==> src/rtl/sermem_pkg.sv <==
package sermem_pkg;
  typedef enum logic [2:0] {
    ST_IDLE,
    ST_CMD,
    ST_AHI,
    ST_ALO,
    ST_WDATA,
    ST_RDATA
  } eng_state_t;

  localparam logic [3:0] DEV_TYPE = 4'b1010;
  localparam int         CS_W     = 3;
endpackage

==> src/rtl/sermem_deglitch.sv <==
module sermem_deglitch #(
  parameter int FILT_LEN = 3
) (
  input  logic clk,
  input  logic rst_n,
  input  logic din,
  output logic dout
);
  localparam int CW = $clog2(FILT_LEN + 1);

  logic          s1, s2;
  logic [CW-1:0] cnt;

  always_ff @(posedge clk) begin
    if (!rst_n) begin
      s1   <= 1'b1;
      s2   <= 1'b1;
      dout <= 1'b1;
      cnt  <= '0;
    end else begin
      s1 <= din;
      s2 <= s1;
      if (s2 != dout) begin
        if (cnt == CW'(FILT_LEN - 1)) begin
          dout <= s2;
          cnt  <= '0;
        end else begin
          cnt <= cnt + 1'b1;
        end
      end else begin
        cnt <= '0;
      end
    end
  end
endmodule

==> src/rtl/sermem_bus_events.sv <==
module sermem_bus_events (
  input  logic clk,
  input  logic rst_n,
  input  logic scl_f,
  input  logic sda_f,
  output logic scl_rise,
  output logic scl_fall,
  output logic start_ev,
  output logic stop_ev
);
  logic scl_q, sda_q;

  always_ff @(posedge clk) begin
    if (!rst_n) begin
      scl_q <= 1'b1;
      sda_q <= 1'b1;
    end else begin
      scl_q <= scl_f;
      sda_q <= sda_f;
    end
  end

  assign scl_rise = scl_f & ~scl_q;
  assign scl_fall = ~scl_f & scl_q;
  assign start_ev = scl_f & scl_q & sda_q & ~sda_f;
  assign stop_ev  = scl_f & scl_q & ~sda_q & sda_f;
endmodule

==> src/rtl/sermem_engine.sv <==
module sermem_engine
  import sermem_pkg::*;
#(
  parameter int ADDR_W = 12,
  parameter int PAGE_W = 5
) (
  input  logic              clk,
  input  logic              rst_n,
  input  logic              sda_f,
  input  logic              scl_rise,
  input  logic              scl_fall,
  input  logic              start_ev,
  input  logic              stop_ev,
  input  logic [CS_W-1:0]   cs_strap,
  input  logic              prog_busy,
  input  logic [7:0]        mem_rdata,
  output logic              sda_oe,
  output logic [ADDR_W-1:0] mem_raddr,
  output logic              wb_we,
  output logic [ADDR_W-1:0] wb_addr,
  output logic [7:0]        wb_data,
  output logic              commit
);
  localparam int BCNT_W = 4;

  function automatic logic f_cmd_hit(input logic [7:0] b, input logic [CS_W-1:0] strap);
    return (b[7:4] == DEV_TYPE) && (b[CS_W:1] == strap);
  endfunction

  function automatic logic [ADDR_W-1:0] f_page_step(input logic [ADDR_W-1:0] a);
    logic [PAGE_W-1:0] low;
    low = a[PAGE_W-1:0] + PAGE_W'(1);
    return {a[ADDR_W-1:PAGE_W], low};
  endfunction

  eng_state_t        st;
  logic [BCNT_W-1:0] bcnt;
  logic [7:0]        shreg, txsh;
  logic [ADDR_W-1:0] addr;
  logic              mack, wrote;
  logic [2:0]        tx_idx;

  // named internal events for the checks below
  logic byte_end, ack_end, cmd_done;
  assign byte_end = scl_fall && (bcnt == BCNT_W'(8)) && (st != ST_IDLE);
  assign ack_end  = scl_fall && (bcnt == BCNT_W'(9)) && (st != ST_IDLE);
  assign cmd_done = byte_end && (st == ST_CMD);
  assign tx_idx   = 3'(BCNT_W'(7) - bcnt);

  always_ff @(posedge clk) begin
    if (!rst_n) begin
      st      <= ST_IDLE;
      bcnt    <= '0;
      shreg   <= '0;
      txsh    <= '0;
      addr    <= '0;
      mack    <= 1'b0;
      wrote   <= 1'b0;
      sda_oe  <= 1'b0;
      wb_we   <= 1'b0;
      wb_addr <= '0;
      wb_data <= '0;
      commit  <= 1'b0;
    end else begin
      wb_we  <= 1'b0;
      commit <= 1'b0;
      if (start_ev) begin
        st     <= ST_CMD;
        bcnt   <= '0;
        sda_oe <= 1'b0;
        wrote  <= 1'b0;
      end else if (stop_ev) begin
        commit <= wrote;
        wrote  <= 1'b0;
        st     <= ST_IDLE;
        bcnt   <= '0;
        sda_oe <= 1'b0;
      end else if (st != ST_IDLE) begin
        if (scl_rise) begin
          if (bcnt < BCNT_W'(8)) shreg <= {shreg[6:0], sda_f};
          else                   mack  <= ~sda_f;
          if (bcnt != BCNT_W'(9)) bcnt <= bcnt + 1'b1;
        end else if (byte_end) begin
          sda_oe <= 1'b0;
          case (st)
            ST_CMD: begin
              if (f_cmd_hit(shreg, cs_strap) && !prog_busy) begin
                sda_oe <= 1'b1;
                mack   <= 1'b1;
                st     <= shreg[0] ? ST_RDATA : ST_AHI;
              end else begin
                st <= ST_IDLE;
              end
            end
            ST_AHI: begin
              sda_oe             <= 1'b1;
              addr[ADDR_W-1:8]   <= shreg[ADDR_W-9:0];
              st                 <= ST_ALO;
            end
            ST_ALO: begin
              sda_oe     <= 1'b1;
              addr[7:0]  <= shreg;
              st         <= ST_WDATA;
            end
            ST_WDATA: begin
              sda_oe  <= 1'b1;
              wb_we   <= 1'b1;
              wb_addr <= addr;
              wb_data <= shreg;
              addr    <= f_page_step(addr);
              wrote   <= 1'b1;
            end
            default: ;
          endcase
        end else if (ack_end) begin
          bcnt   <= '0;
          sda_oe <= 1'b0;
          if (st == ST_RDATA) begin
            if (mack) begin
              txsh   <= mem_rdata;
              sda_oe <= ~mem_rdata[7];
              addr   <= addr + 1'b1;
            end else begin
              st <= ST_IDLE;
            end
          end
        end else if (scl_fall && st == ST_RDATA && bcnt != '0) begin
          sda_oe <= ~txsh[tx_idx];
        end
      end
    end
  end

  assign mem_raddr = addr;

  // a refused command byte never turns into an acknowledge
  p_busy_nak_r3: assert property (@(posedge clk) disable iff (!rst_n)
    (cmd_done && prog_busy) |=> !sda_oe);

  // staged bytes of one burst share the page of the counter
  p_wb_page_r5: assert property (@(posedge clk) disable iff (!rst_n)
    wb_we |-> (addr[ADDR_W-1:PAGE_W] == wb_addr[ADDR_W-1:PAGE_W]));

  // commit is a single-cycle pulse
  p_commit_pulse_r6: assert property (@(posedge clk) disable iff (!rst_n)
    commit |=> !commit);

  // no drive once the engine has dropped out of a transfer
  p_idle_quiet_r9: assert property (@(posedge clk) disable iff (!rst_n)
    (st == ST_IDLE) |-> !sda_oe);

  // drive changes only after a falling SCL edge or a bus condition
  p_drive_after_fall_r11: assert property (@(posedge clk) disable iff (!rst_n)
    (!$past(scl_fall) && !$past(start_ev) && !$past(stop_ev)) |-> $stable(sda_oe));
endmodule

==> src/rtl/sermem_target.sv <==
module sermem_target #(
  parameter int ADDR_W   = 12,
  parameter int PAGE_W   = 5,
  parameter int FILT_LEN = 3
) (
  input  logic              clk,
  input  logic              rst_n,
  input  logic              scl_i,
  input  logic              sda_i,
  output logic              sda_oe,
  input  logic [2:0]        cs_strap,
  input  logic              prog_busy,
  output logic [ADDR_W-1:0] mem_raddr,
  input  logic [7:0]        mem_rdata,
  output logic              wb_we,
  output logic [ADDR_W-1:0] wb_addr,
  output logic [7:0]        wb_data,
  output logic              commit
);
  localparam int N_LINES = 2;

  logic [N_LINES-1:0] line_raw, line_flt;
  logic scl_rise, scl_fall, start_ev, stop_ev;

  assign line_raw = {sda_i, scl_i};

  for (genvar g = 0; g < N_LINES; g++) begin : g_line
    sermem_deglitch #(.FILT_LEN(FILT_LEN)) u_dg (
      .clk  (clk),
      .rst_n(rst_n),
      .din  (line_raw[g]),
      .dout (line_flt[g])
    );
  end

  sermem_bus_events u_ev (
    .clk     (clk),
    .rst_n   (rst_n),
    .scl_f   (line_flt[0]),
    .sda_f   (line_flt[1]),
    .scl_rise(scl_rise),
    .scl_fall(scl_fall),
    .start_ev(start_ev),
    .stop_ev (stop_ev)
  );

  sermem_engine #(.ADDR_W(ADDR_W), .PAGE_W(PAGE_W)) u_eng (
    .clk      (clk),
    .rst_n    (rst_n),
    .sda_f    (line_flt[1]),
    .scl_rise (scl_rise),
    .scl_fall (scl_fall),
    .start_ev (start_ev),
    .stop_ev  (stop_ev),
    .cs_strap (cs_strap),
    .prog_busy(prog_busy),
    .mem_rdata(mem_rdata),
    .sda_oe   (sda_oe),
    .mem_raddr(mem_raddr),
    .wb_we    (wb_we),
    .wb_addr  (wb_addr),
    .wb_data  (wb_data),
    .commit   (commit)
  );
endmodule

==> config.mk <==
export PLATFORM = sky130hd
export DESIGN_NAME = sermem_target
export DESIGN_NICKNAME = d
export VERILOG_FILES = /design/src/rtl/sermem_pkg.sv /design/src/rtl/sermem_deglitch.sv /design/src/rtl/sermem_bus_events.sv /design/src/rtl/sermem_engine.sv /design/src/rtl/sermem_target.sv
export SDC_FILE = /design/constraint.sdc
export NUM_CORES = 1
export LEC_CHECK = 0
export CORE_MARGIN = 3
export CORE_UTILIZATION = 58
export DETAILED_ROUTE_END_ITERATION = 8
export HOLD_SLACK_MARGIN = 0.08
export PLACE_DENSITY = 0.89
export REMOVE_ABC_BUFFERS = 1
export SLEW_MARGIN = 25
export SYNTH_ARGS = -nofsm -noshare
export SYNTH_HDL_FRONTEND = slang
export SYNTH_SLANG_ARGS = --single-unit
==> constraint.sdc <==
create_clock -name clk -period 3.4 [get_ports clk]
set_input_delay 0.51 -clock clk [delete_from_list [all_inputs] [get_ports clk]]
set_output_delay 0.51 -clock clk [all_outputs]
set_load 0.05 [all_outputs]
**Word level (Yosys, flattened, before mapping)**

Cells that the tools add are included.

- Add/sub/neg operators: 6
- Order comparisons: 2
- Equal/unequal tests: 26
- Mux-type cells: 36
- Bitwise operators: 21
- Reductions and logical operators: 42

Operators by type and width:

| kind | number |
|---|---|
| two-way mux 12 bit | 4 |
| AND reduction 8 bit | 3 |
| two-way mux 4 bit | 5 |
| two-way mux 3 bit | 6 |
| AND reduction 6 bit | 3 |
| two-way mux 1 bit | 17 |
| case mux 8 bit (2 select lines) | 1 |
| OR reduction 3 bit | 5 |
| NOT 1 bit | 14 |
| nonzero test 2 bit | 7 |
| adder 12 x 1 -> 12 bit (second input constant) | 1 |
| equality test 4 bit (second input constant) | 3 |
| inequality test 2 bit (second input constant) | 6 |
| inequality test 4 bit (second input constant) | 3 |
| nonzero test 4 bit | 3 |
| case mux 3 bit (3 select lines) | 1 |
| AND reduction 9 bit | 1 |
| nonzero test 3 bit | 3 |
| logical AND 1 bit | 8 |
| AND reduction 4 bit | 2 |
| bitwise AND 1 bit | 7 |
| AND reduction 7 bit | 1 |
| equality test 3 x 2 -> 1 bit (second input constant) | 2 |
| equality test 3 bit (second input constant) | 2 |
| other kinds (21) | 25 |

- Register bits after elaboration: 72
- Input port bits: 16
- Output and inout bits: 35
- Logic and storage cells: 158

**Longest topological paths before layout**

Gate-level depths: netlist of run 1.

- Depth in word-level cells: 10
- Mapped depth: 8
- Mapped depth without buffers: 7

**Hierarchy**

From an unflattened synthesis of run 1, not the netlist that was laid out.

- Cell total of the unflattened synthesis: 382
- Area total of the unflattened synthesis: 3523.4 um^2

By module, submodules not included:

| module | instances | cells an instance | area each (um^2) | seq. area each (um^2) |
|---|---|---|---|---|
| sermem_engine | 1 | 346 | 3100.5 | 1201.2 |
| sermem_deglitch | 2 | 14 | 168.9 | 100.1 |
| sermem_bus_events | 1 | 8 | 85.1 | 40.0 |

**Worst setup path after synthesis of run 1**

Ideal clock, no wire load.

- Path type: flip-flop to flip-flop
- From: register u_eng.bcnt[0]
- To: register u_eng.st[1]
- Library setup time: 0.071 ns
- Arrival: 2.071 ns
- Required time: 3.329 ns
- Setup slack: 1.258 ns
- Stages on the path, launching flop included: 7
- Path buffers: 0
- Clock period less this slack: 2.142 ns
- Cells stage by stage: dfxtp_1 > ha_1 > nand3b_1 > or3_1 > o32a_1 > or4_1 > a21oi_1

- Word-level cells in the longest chain between the ends: 5
- Elaborated cells between the ends (all ways): 12
- Those cells by class: eq/ne: 4; mux: 1; reduce/logical: 7

RTL lines:

| what | line | RTL |
|---|---|---|
| start: declaration | sermem_engine.sv:37 | `logic [BCNT_W-1:0] bcnt;` |
| start signal: assignment | sermem_engine.sv:82 | `if (bcnt != BCNT_W'(9)) bcnt <= bcnt + 1'b1;` |
| equality test 4 bit, on equally long branches | sermem_engine.sv:45, sermem_engine.sv:46 |  |
| logical AND 1 bit, on equally long branches (2 in a row) | sermem_engine.sv:45, sermem_engine.sv:46 |  |
| inequality test 4 bit (no source line), or another cell as far along | -- |  |
| AND reduction 6 bit (no source line) | -- |  |
| end signal: assignment | sermem_engine.sv:90 | `st <= shreg[0] ? ST_RDATA : ST_AHI;` |
| end: declaration | sermem_engine.sv:36 | `eng_state_t st;` |

Parallel ways exist; a longest one is shown, timed or not.
A chain may end at the register's enable or synchronous reset.

**Final worst setup path of run 1**

- From: register u_eng.bcnt[2]
- To: register u_eng.wb_addr[10]

- Word-level cells in the longest chain between the ends: 4

RTL lines:

| what | line | RTL |
|---|---|---|
| equality test 4 bit | sermem_engine.sv:45 | `assign byte_end = scl_fall && (bcnt == BCNT_W'(8)) && (st != ST_IDLE);` |
| logical AND 1 bit (2 in a row) | sermem_engine.sv:45 |  |
| AND reduction 6 bit (no source line) | -- |  |
| end signal: assignment | sermem_engine.sv:108 | `wb_addr <= addr;` |
| end: declaration | sermem_engine.sv:20 | `output logic [ADDR_W-1:0] wb_addr,` |

No other way between the ends.

==> out/summary.md, run 1 <==
The share of the Yosys chip area taken by registers is 43.02%. The clock tree buffer depth was 2. The final total power came out at 0.001717 W. The total count of hold-check failures in the final report is 0, and the maximum number of pins on one net before global-route repair is 27. Broken down by cell family, the worst path's largest delay share belongs to simple AND/OR/NAND/NOR gates.

Of all nets on the critical path, the largest fanout is 16. The routed design has 7.931 mm of wire. Root buffer cell: clkbuf_8. After synthesis the cells add up to 3351 sq um. The number of different library cells in the post-synthesis netlist came out at 57.

The number of clock buffers inserted by TritonCTS came out at 9. The wire length per cell was 16.05 um. On the worst path, the slowest cell contributes a delay of 470 ps. The count of state elements after synthesis works out to 72.

Post-CTS repair changed the size of 0 cells. At the end of routability-driven placement, the weighted congestion stood at 0.9083. The run gives 439 as the number of nets in the layout.

TritonCTS built the clock tree. The adder and majority gate portion of the synthesized area was 2.240%. By startpoint and endpoint, the worst setup path is classified as reg2reg. The detailed router placed 2,919 vias in this run. The worst path needs 2571 ps of the cycle, external delays included. After synthesis, the largest family of logic cells by area is simple AND/OR/NAND/NOR gates.

The power per cell area is 414.7 nW/um^2. The first global-routing pass estimated 12.65 mm of wire. In the finished design, the share of the clock period the worst path needs comes to 75.62%.

The number of synthesized flops with an enable pin was 0. The run gives 0 ps as the final-layout setup total negative slack. For this run, the top clock speed supported by timing is 389.0 MHz. Buffers placed on the I/O ports in this run total 50.

Of the total power, combinational logic draws 2.4%. For the worst-skew pair, the clock arrives at the later sink with an insertion delay of 360 ps. Count of antenna diodes in the layout: 0.

In the final layout, the multi-input gates occupy 1784 sq um. Across the routed clock network, the largest skew measured is 9.466 ps. For the standby leakage power, the log shows 1.542 nW. Synthesis produced 371 cells. The die extent in y was 82.01 um; the yosys synthesis warning count was 0. The relative area change from synthesis to final layout came out at 23.56%. The pin slew with the least headroom to its limit is 985.6 ps. Each instance of the synthesized netlist takes up on average 9.032 sq um. The xor-xnor portion of the synthesized cell area is 2.875%.

Among all flip-flop cells after synthesis, the most frequent one is dfxtp_1. Global routing used 24.94% of the available tracks across all layers. Counting flops with an async set or reset pin after synthesis yields a share of 0%.

The clock-pin slew reported for the worst setup and hold paths after clock tree synthesis was 80 ps; the number of max-cap violations was 0. The run finished with clean final reports. Overall die width: 82.01 um. Across the VDD grid, the largest voltage drop is 0.2692 mV. Summed over all nets, the switching power comes to 0.0003422 W.

The run gives 0 as the initial antenna violation count. In the synthesized netlist, mux cells make up 13.55% of the area. In the routed design, unresolved DRC markers number 0. Using the TritonRoute via totals, the vias-per-cell ratio works out to 5.909.

The most numerous cell type found on the critical path is nor2_1. Highest-delay cell along the critical path: nor2_1. The number of routed nets with antenna violations was 0.

Number of filler cells placed in the layout: 415. The cell type with the highest aggregate area in the netlist is dfxtp_1. The worst setup path is captured at a register. After the first detailed-routing iteration, the DRC count stood at 308.

The tools report the type of origin of the critical path as a register. The area inside the core boundary was 5540 sq um; the number of detailed-route iterations in the first pass was 5. For this design, the CTS-stage hold fixing added 0 buffers. For the total overflow reported by the global router, the log shows 0.

During I/O placement, the number of pins put on the boundary was 51. Setup violations remaining at the end of the flow were counted as 0. In this run the worst hold path is classified as reg2reg. Sequential cells account for 49.3% of the total power. Yosys attributes the largest share of cell area to dfxtp_1 (43%), mux2i_1 (13%), nor2_1 (6.5%), a21oi_1 (2.5%), nand2_1 (2.5%). The number of setup buffers added after CTS is 0.

The share of layout cells above drive strength 1 came out at 7.109%. The compound-cell area share of the yosys netlist came out at 13.14%. The H-tree was split into 3 levels. The sequential cell area in the final layout is 1441 sq um.

The tools report the detailed placer's ending HPWL as 5.412 mm. After synthesis, the largest area contributor takes up 43.02% of total cell area. The portion of total power attributed to the clock network came out at 48.3%.

The logs give 33.79% for the remaining max-slew budget at the tightest pin and 27 for the floorplan row count. The initial core utilization is 60.48%. For the worst path arrival time, the log shows 2780 ps. Walking the worst path, the cells encountered are nand4bb_2 -> nor2_1 -> nand3_1 -> buf_4 -> mux2i_1 -> nor2_1.

Setup repair after global routing left no endpoint under its margin. The number of buffers and inverters on the critical path was 1; the number of clock sinks was 72. The number of global-route vias before repair is 2,620, and the internal cell power is 0.001375 W.

For the worst setup path, the data required time is 3610 ps. Of the total power, the share spent switching nets is 19.93%. Overall die area: 6725 sq um.

Of the total synthesized cell area, the portion taken by AND, OR, NAND and NOR gates is 21.25%. The max-slew violation count is 0.
==> stage by stage <==
step,std cells,hold WS [ps],setup slack (ps),instance area (sq um),util [%]
6_report,494,406.9,829.0,4140,74.73
5_1_grt,494,431.0,699.1,4140,74.73
4_1_cts,494,409.2,887.0,4140,74.73
2_1_floorplan,351,386.3,313.2,3261,-
3_5_place_dp,478,392.9,959.1,3895,70.30
3_3_place_gp,478,388.3,1011,3895,70.30
==> flip-flops by register name (all words and copies together), names as in the netlist, 2 cells and up <==
name              flops
g_line.u_dg.cnt       4
g_line.u_dg.dout      2
g_line.u_dg.s1        2
g_line.u_dg.s2        2
u_eng.bcnt            4
u_eng.mem_raddr      12
u_eng.shreg           8
u_eng.st              3
u_eng.txsh            8
u_eng.wb_addr        12
u_eng.wb_data         8
==> cells by family (layout without fill, tap and decap cells) <==
family | after synthesis | count (layout)
buf+inv | 31 | 82
compound gates | 65 | 65
fa+ha+maj | 6 | 6
flops | 72 | 72
xor+xnor | 11 | 11
simple gates | 142 | 142
mux | 44 | 44
==> final timing paths <==
check,slack [ps],startpoint,cells past startpoint,endpoint
hold / removal,410,g_line[1].u_dg.s1$_SDFF_PN1_,1,g_line[1].u_dg.s2$_SDFF_PN1_
setup / recovery,830,u_eng.bcnt[2]$_SDFFE_PP0P_,6,u_eng.wb_addr[10]$_SDFFE_PN0P_
hold reg to reg,410,g_line[1].u_dg.s1$_SDFF_PN1_,1,g_line[1].u_dg.s2$_SDFF_PN1_
setup reg to reg,830,u_eng.bcnt[2]$_SDFFE_PP0P_,6,u_eng.wb_addr[10]$_SDFFE_PN0P_
==> synth_stat cells, types with 6 or more instances <==
library cell / instances
o21ai_0: 8
nor2_1: 58
a21oi_1: 17
clkbuf_1: 12
inv_1: 11
a211oi_1: 6
nand2b_1: 10
xnor2_1: 7
buf_2: 6
nand2_1: 22
dfxtp_1: 72
nand3_1: 11
ha_1: 6
mux2i_1: 42
nor3_1: 6
==> power groups by stage <==
| stage | combinational, W | sequential [W] | clock (W) |
|---|---|---|---|
| after CTS | 0.0000417 | 0.000847 | 0.000833 |
| after floorplan | 0.0000139 | 0.000866 | 0 |
| after global routing | 0.0000453 | 0.000847 | 0.000871 |
| after global placement | 0.0000410 | 0.000866 | 0 |
| after detailed placement | 0.0000415 | 0.000866 | 0 |
| final | 0.0000416 | 0.000847 | 0.000828 |
==> routing by layer <==
layer	GRT usage (%)	vias up	part of all wire (%)
li1	-	1410	-
met1	32.04	1354	44
met2	38.53	134	46
met3	6.689	21	7.7
met4	12.29	0	2.2
met5	0	-	0
==> area by class of cell <==
type,count,area share (%)
Clock buffer,11,3.415
Clock inverter,5,2.508
Inverter,11,0.9973
Multi-Input combinational cell,268,43.09
Sequential cell,72,34.81
Tap cell,72,2.176
Timing Repair Buffer,55,12.99
==> cell usage in the layout (no fill, tap or decap), types with 2 or more instances in the layout <==
master	n
a21oi_1	17
xnor2_1	7
or2_2	2
o31a_1	4
mux2i_1	42
buf_4	5
clkdlybuf4s50_1	50
a31oi_1	5
nor2_1	58
nor4b_1	2
o211ai_1	2
o21ai_0	8
or3_1	5
clkbuf_8	10
dfxtp_1	72
nand3b_1	4
nand2_1	22
nor3_1	6
a221oi_1	2
o2111ai_1	2
and3_1	3
nand4_1	2
o32ai_1	2
or4_1	2
a21o_1	2
o22ai_1	3
nand2b_1	10
o31ai_1	4
a211oi_1	6
bufinv_16	3
nand3_1	11
xor2_1	4
inv_1	11
nor2b_1	2
ha_1	6
(Power assumes the default switching activity.)
==> run 2: changes to the inputs <==
Settings changed: CORE_UTILIZATION 58 to 54, PLACE_DENSITY 0.89 to 0.84.
Clock period 3.4 ns to 2.6 ns, I/O delays scaled along.
==> run 2 against run 1 <==
Against the previous run:
- clock skew shrank 0.91 ps
- global-route usage shrank 3.2 points
- register-to-register slack got worse by 490 ps
- sequential share of layout area is 0.14 points higher
- power rose by 13%
- sequential power grew 31%
- cell area is 0.39% lower
- utilization decreased by 5.5 points
- hold slack better by 4.7 ps
- non-clock buffer count grew 4
- fmax increased by 14%
- combinational power grew 38%
- critical path type unchanged
- largest cell class unchanged
==> out/summary.md, run 2 (synthesis results as in run 1) <==
The number of input and output port buffers inserted works out to 50 (unchanged). The tools report the kind of end point of the critical path as a register (unchanged). The total of hold buffers inserted after clock tree synthesis was 0 (unchanged). Commonest cells after routing, fill and taps aside: dfxtp_1 (72), nor2_1 (58), clkdlybuf4s50_1 (50) (unchanged). The tools report the number of max-cap violations as 0 (unchanged).

The number of gates given a new drive strength after cts came out at 0 (unchanged). The highest-delay cell along the critical path is or4_1 (was nor2_1). The overall die area came out at 7186 sq um (was 6725 sq um). The count of antenna diodes in the layout was 0 (unchanged); the depth of the worst register-to-register path was 6 (unchanged).

The maximum single-stage delay on the critical path was 520 ps (was 470 ps); the number of detailed-route iterations in the first pass was 5 (unchanged). For the detailed placer's ending HPWL, the log shows 5.444 mm (was 5.412 mm). The tools report the total via count in the routed design as 2,889 (was 2,919).

Post-placement cell area: 3954 sq um (was 3895 sq um). The total count of hold-check failures in the final report is 0 (unchanged), and the floorplan row count is 28 (was 27). Placed instance count: 485 (was 478). The post-detailed-routing wire length is 7.552 mm (was 7.931 mm), and the count of non-filler cells in the finished layout is 500 (was 494). The tools report the type of origin of the critical path as a register (unchanged). The remaining max-slew budget at the tightest pin was 63.56% (was 33.79%). The final period utilization is 87.06% (was 75.62%), and the number of clock buffers inserted by TritonCTS is 9 (unchanged). For the worst slack at placement, the log shows 271.5 ps (was 959.1 ps). The number of clock sinks was 72 (unchanged). The overall die width came out at 84.77 um (was 82.01 um). Number of cells on the worst hold path: 1 (unchanged). The data required time at the worst endpoint is 2870 ps (was 3610 ps).

Setup repair after global routing left no endpoint under its margin. Critical Path, Cell by Cell: ha_1 -> nand3b_1 -> or3_1 -> o32a_1 -> or4_1 -> a21oi_1 (was nand4bb_2 -> nor2_1 -> nand3_1 -> buf_4 -> mux2i_1 -> nor2_1). The kind of critical path was reg2reg (unchanged). The initial antenna violation count was 0 (unchanged). The tools report the root buffer cell as clkbuf_8 (unchanged). The worst min-delay path startpoint was g_line[0].u_dg.cnt[0]$_SDFF_PP0_ (was g_line[1].u_dg.s1$_SDFF_PN1_). Maximum fanout count along the critical path: 9 (was 16). The run gives 56.26% (was 60.48%) as the initial core utilization. Kind of path behind the tightest hold check: reg2reg (unchanged). The number of failing setup endpoints in the final timing report came out at 0 (unchanged). The pin slew with the least headroom to its limit came out at 542.0 ps (was 985.6 ps). The wire length per cell was 15.10 um (was 16.05 um); the final standard cell area without fillers was 4124 sq um (was 4140 sq um).

The clock-pin slew reported for the worst setup and hold paths after clock tree synthesis is 70 ps (was 80 ps). The tools report the final total power as 0.001943 W (was 0.001717 W). DRC violation count after routing: 0 (unchanged). The final critical-path setup slack was 336.5 ps (was 829.0 ps); the clock tree buffer depth was 2 (unchanged). For the total I/O pin count, the log shows 51 (unchanged). The area inside the core boundary was 5956 sq um (was 5540 sq um). The share of layout cells above drive strength 1 is 8.000% (was 7.109%). The number of setup buffers added after CTS is 0 (unchanged). The run gives 2540 ps (was 2780 ps) as the worst path arrival time. The run finished with clean final reports. The tools report the peak clock frequency supported by timing as 441.8 MHz (was 389.0 MHz). The tools report the slack of the worst reg-to-reg path as 340 ps (was 830 ps). The power per cell area came out at 471.1 nW/um^2 (was 414.7 nW/um^2). The run gives 1.542 nW (about the same) as the standby leakage power. Critical register-to-register path startpoint: u_eng.bcnt[0]$_SDFFE_PP0P_ (was u_eng.bcnt[2]$_SDFFE_PP0P_). The run gives 0 (unchanged) as the number of routed nets with antenna violations. The max-slew violation count is 0 (unchanged).

For the maximum resistive drop on vdd, the log shows 0.3351 mV (was 0.2692 mV). TritonCTS built the clock tree. The die extent in y came out at 84.77 um (was 82.01 um). The total overflow reported by the global router came out at 0 (unchanged). The final critical delay including setup and external delays is 2263 ps (was 2571 ps). The number of filler cells placed in the layout came out at 497 (was 415). The run gives 12.68 mm (was 12.65 mm) as the wire length of the first global-routing pass. The latest clock arrival within the worst-skew pair is 340 ps (was 360 ps).

The most frequent standard cell in the layout excluding fill and tap cells is dfxtp_1 (unchanged). The number of global-route vias before repair is 2,668 (was 2,620), and the detailed router's first-iteration violation count is 206 (was 308). The clock tree skew after final layout came out at 8.560 ps (was 9.466 ps).

The number of vias per cell came out at 5.778 (was 5.909). The global router's overall resource usage came out at 21.69% (was 24.94%). The number of nets in the layout is 443 (was 439). The routability congestion estimate is 0.9261 (was 0.9083), and the final-layout setup total negative slack is 0 ps (unchanged).

The endpoint of the worst hold path is g_line[0].u_dg.cnt[0]$_SDFF_PP0_ (was g_line[1].u_dg.s2$_SDFF_PN1_). The number of H-tree branching levels came out at 3 (unchanged). The relative area change from synthesis to final layout is 23.08% (was 23.56%). Reg-to-reg critical path endpoint: u_eng.st[1]$_SDFFE_PP0P_ (was u_eng.wb_addr[10]$_SDFFE_PN0P_).

The tools report the maximum number of pins on one net before global-route repair as 38 (was 27).
[run 2: cell types whose count changed in the layout (fill, tap and decap cells not counted), sizes merged]
| cell | previous run | this run |
|---|---|---|
| buf | 5 | 9 |
| bufinv | 3 | 0 |
| clkinv | 2 | 4 |
| clkbuf | 11 | 10 |
| inv | 11 | 12 |
[run 2: stage by stage]
step | utilization [%] | hold WS [ps]
global placement | 66.39 | 390.4
floorplan | - | 386.3
CTS | 69.24 | 414.4
detailed placement | 66.39 | 395.5
global route | 69.24 | 427.5
finish | 69.24 | 411.7
[run 2: power breakdown]
| group | switching [W] | total [W] | internal [W] |
|---|---|---|---|
| Clock | 0.000412 | 0.000778 | 0.000367 |
| Combinational | 0.0000271 | 0.0000572 | 0.0000301 |
| Sequential | 0.00000162 | 0.00111 | 0.00111 |
[run 2: layer usage]
metal / track usage, % / part of all wire (%) / up-vias
met3: 3.729 / 5.9 / 21
met1: 30.28 / 46 / 1340
met5: 0 / 0 / -
met2: 32.74 / 46 / 107
met4: 9.928 / 2.7 / 0
li1: - / - / 1421
[run 2: cell type report]
type	instances	area (sq um)	area share, %
Sequential cell	72	1441	34.95
Multi-Input combinational cell	268	1784	43.26
Timing Repair Buffer	59	593.1	14.38
Clock buffer	10	137.6	3.337
Inverter	11	41.29	1.001
Tap cell	75	93.84	2.275
Clock inverter	5	32.53	0.7888
[run 2: how the worst max path moves through the flow]
stage                                    start                              end  cells past startpoint
floorplan           u_eng.bcnt[0]$_SDFFE_PP0P_  u_eng.mem_raddr[3]$_SDFFE_PN0P_                      6
global placement                     prog_busy         u_eng.st[1]$_SDFFE_PP0P_                      5
detailed placement                   prog_busy         u_eng.st[1]$_SDFFE_PP0P_                      5
CTS                 u_eng.bcnt[0]$_SDFFE_PP0P_         u_eng.st[1]$_SDFFE_PP0P_                      6
global route        u_eng.bcnt[0]$_SDFFE_PP0P_         u_eng.st[1]$_SDFFE_PP0P_                      6
finish              u_eng.bcnt[0]$_SDFFE_PP0P_         u_eng.st[1]$_SDFFE_PP0P_                      6
[run 2: critical path: cells and delay by family (launching register included)]
kind	cells	cell delay, ps
and+or+nand+nor	3	950
AOI/OAI and AO/OA	2	540
DFF	1	480
adders and majority gates	1	220
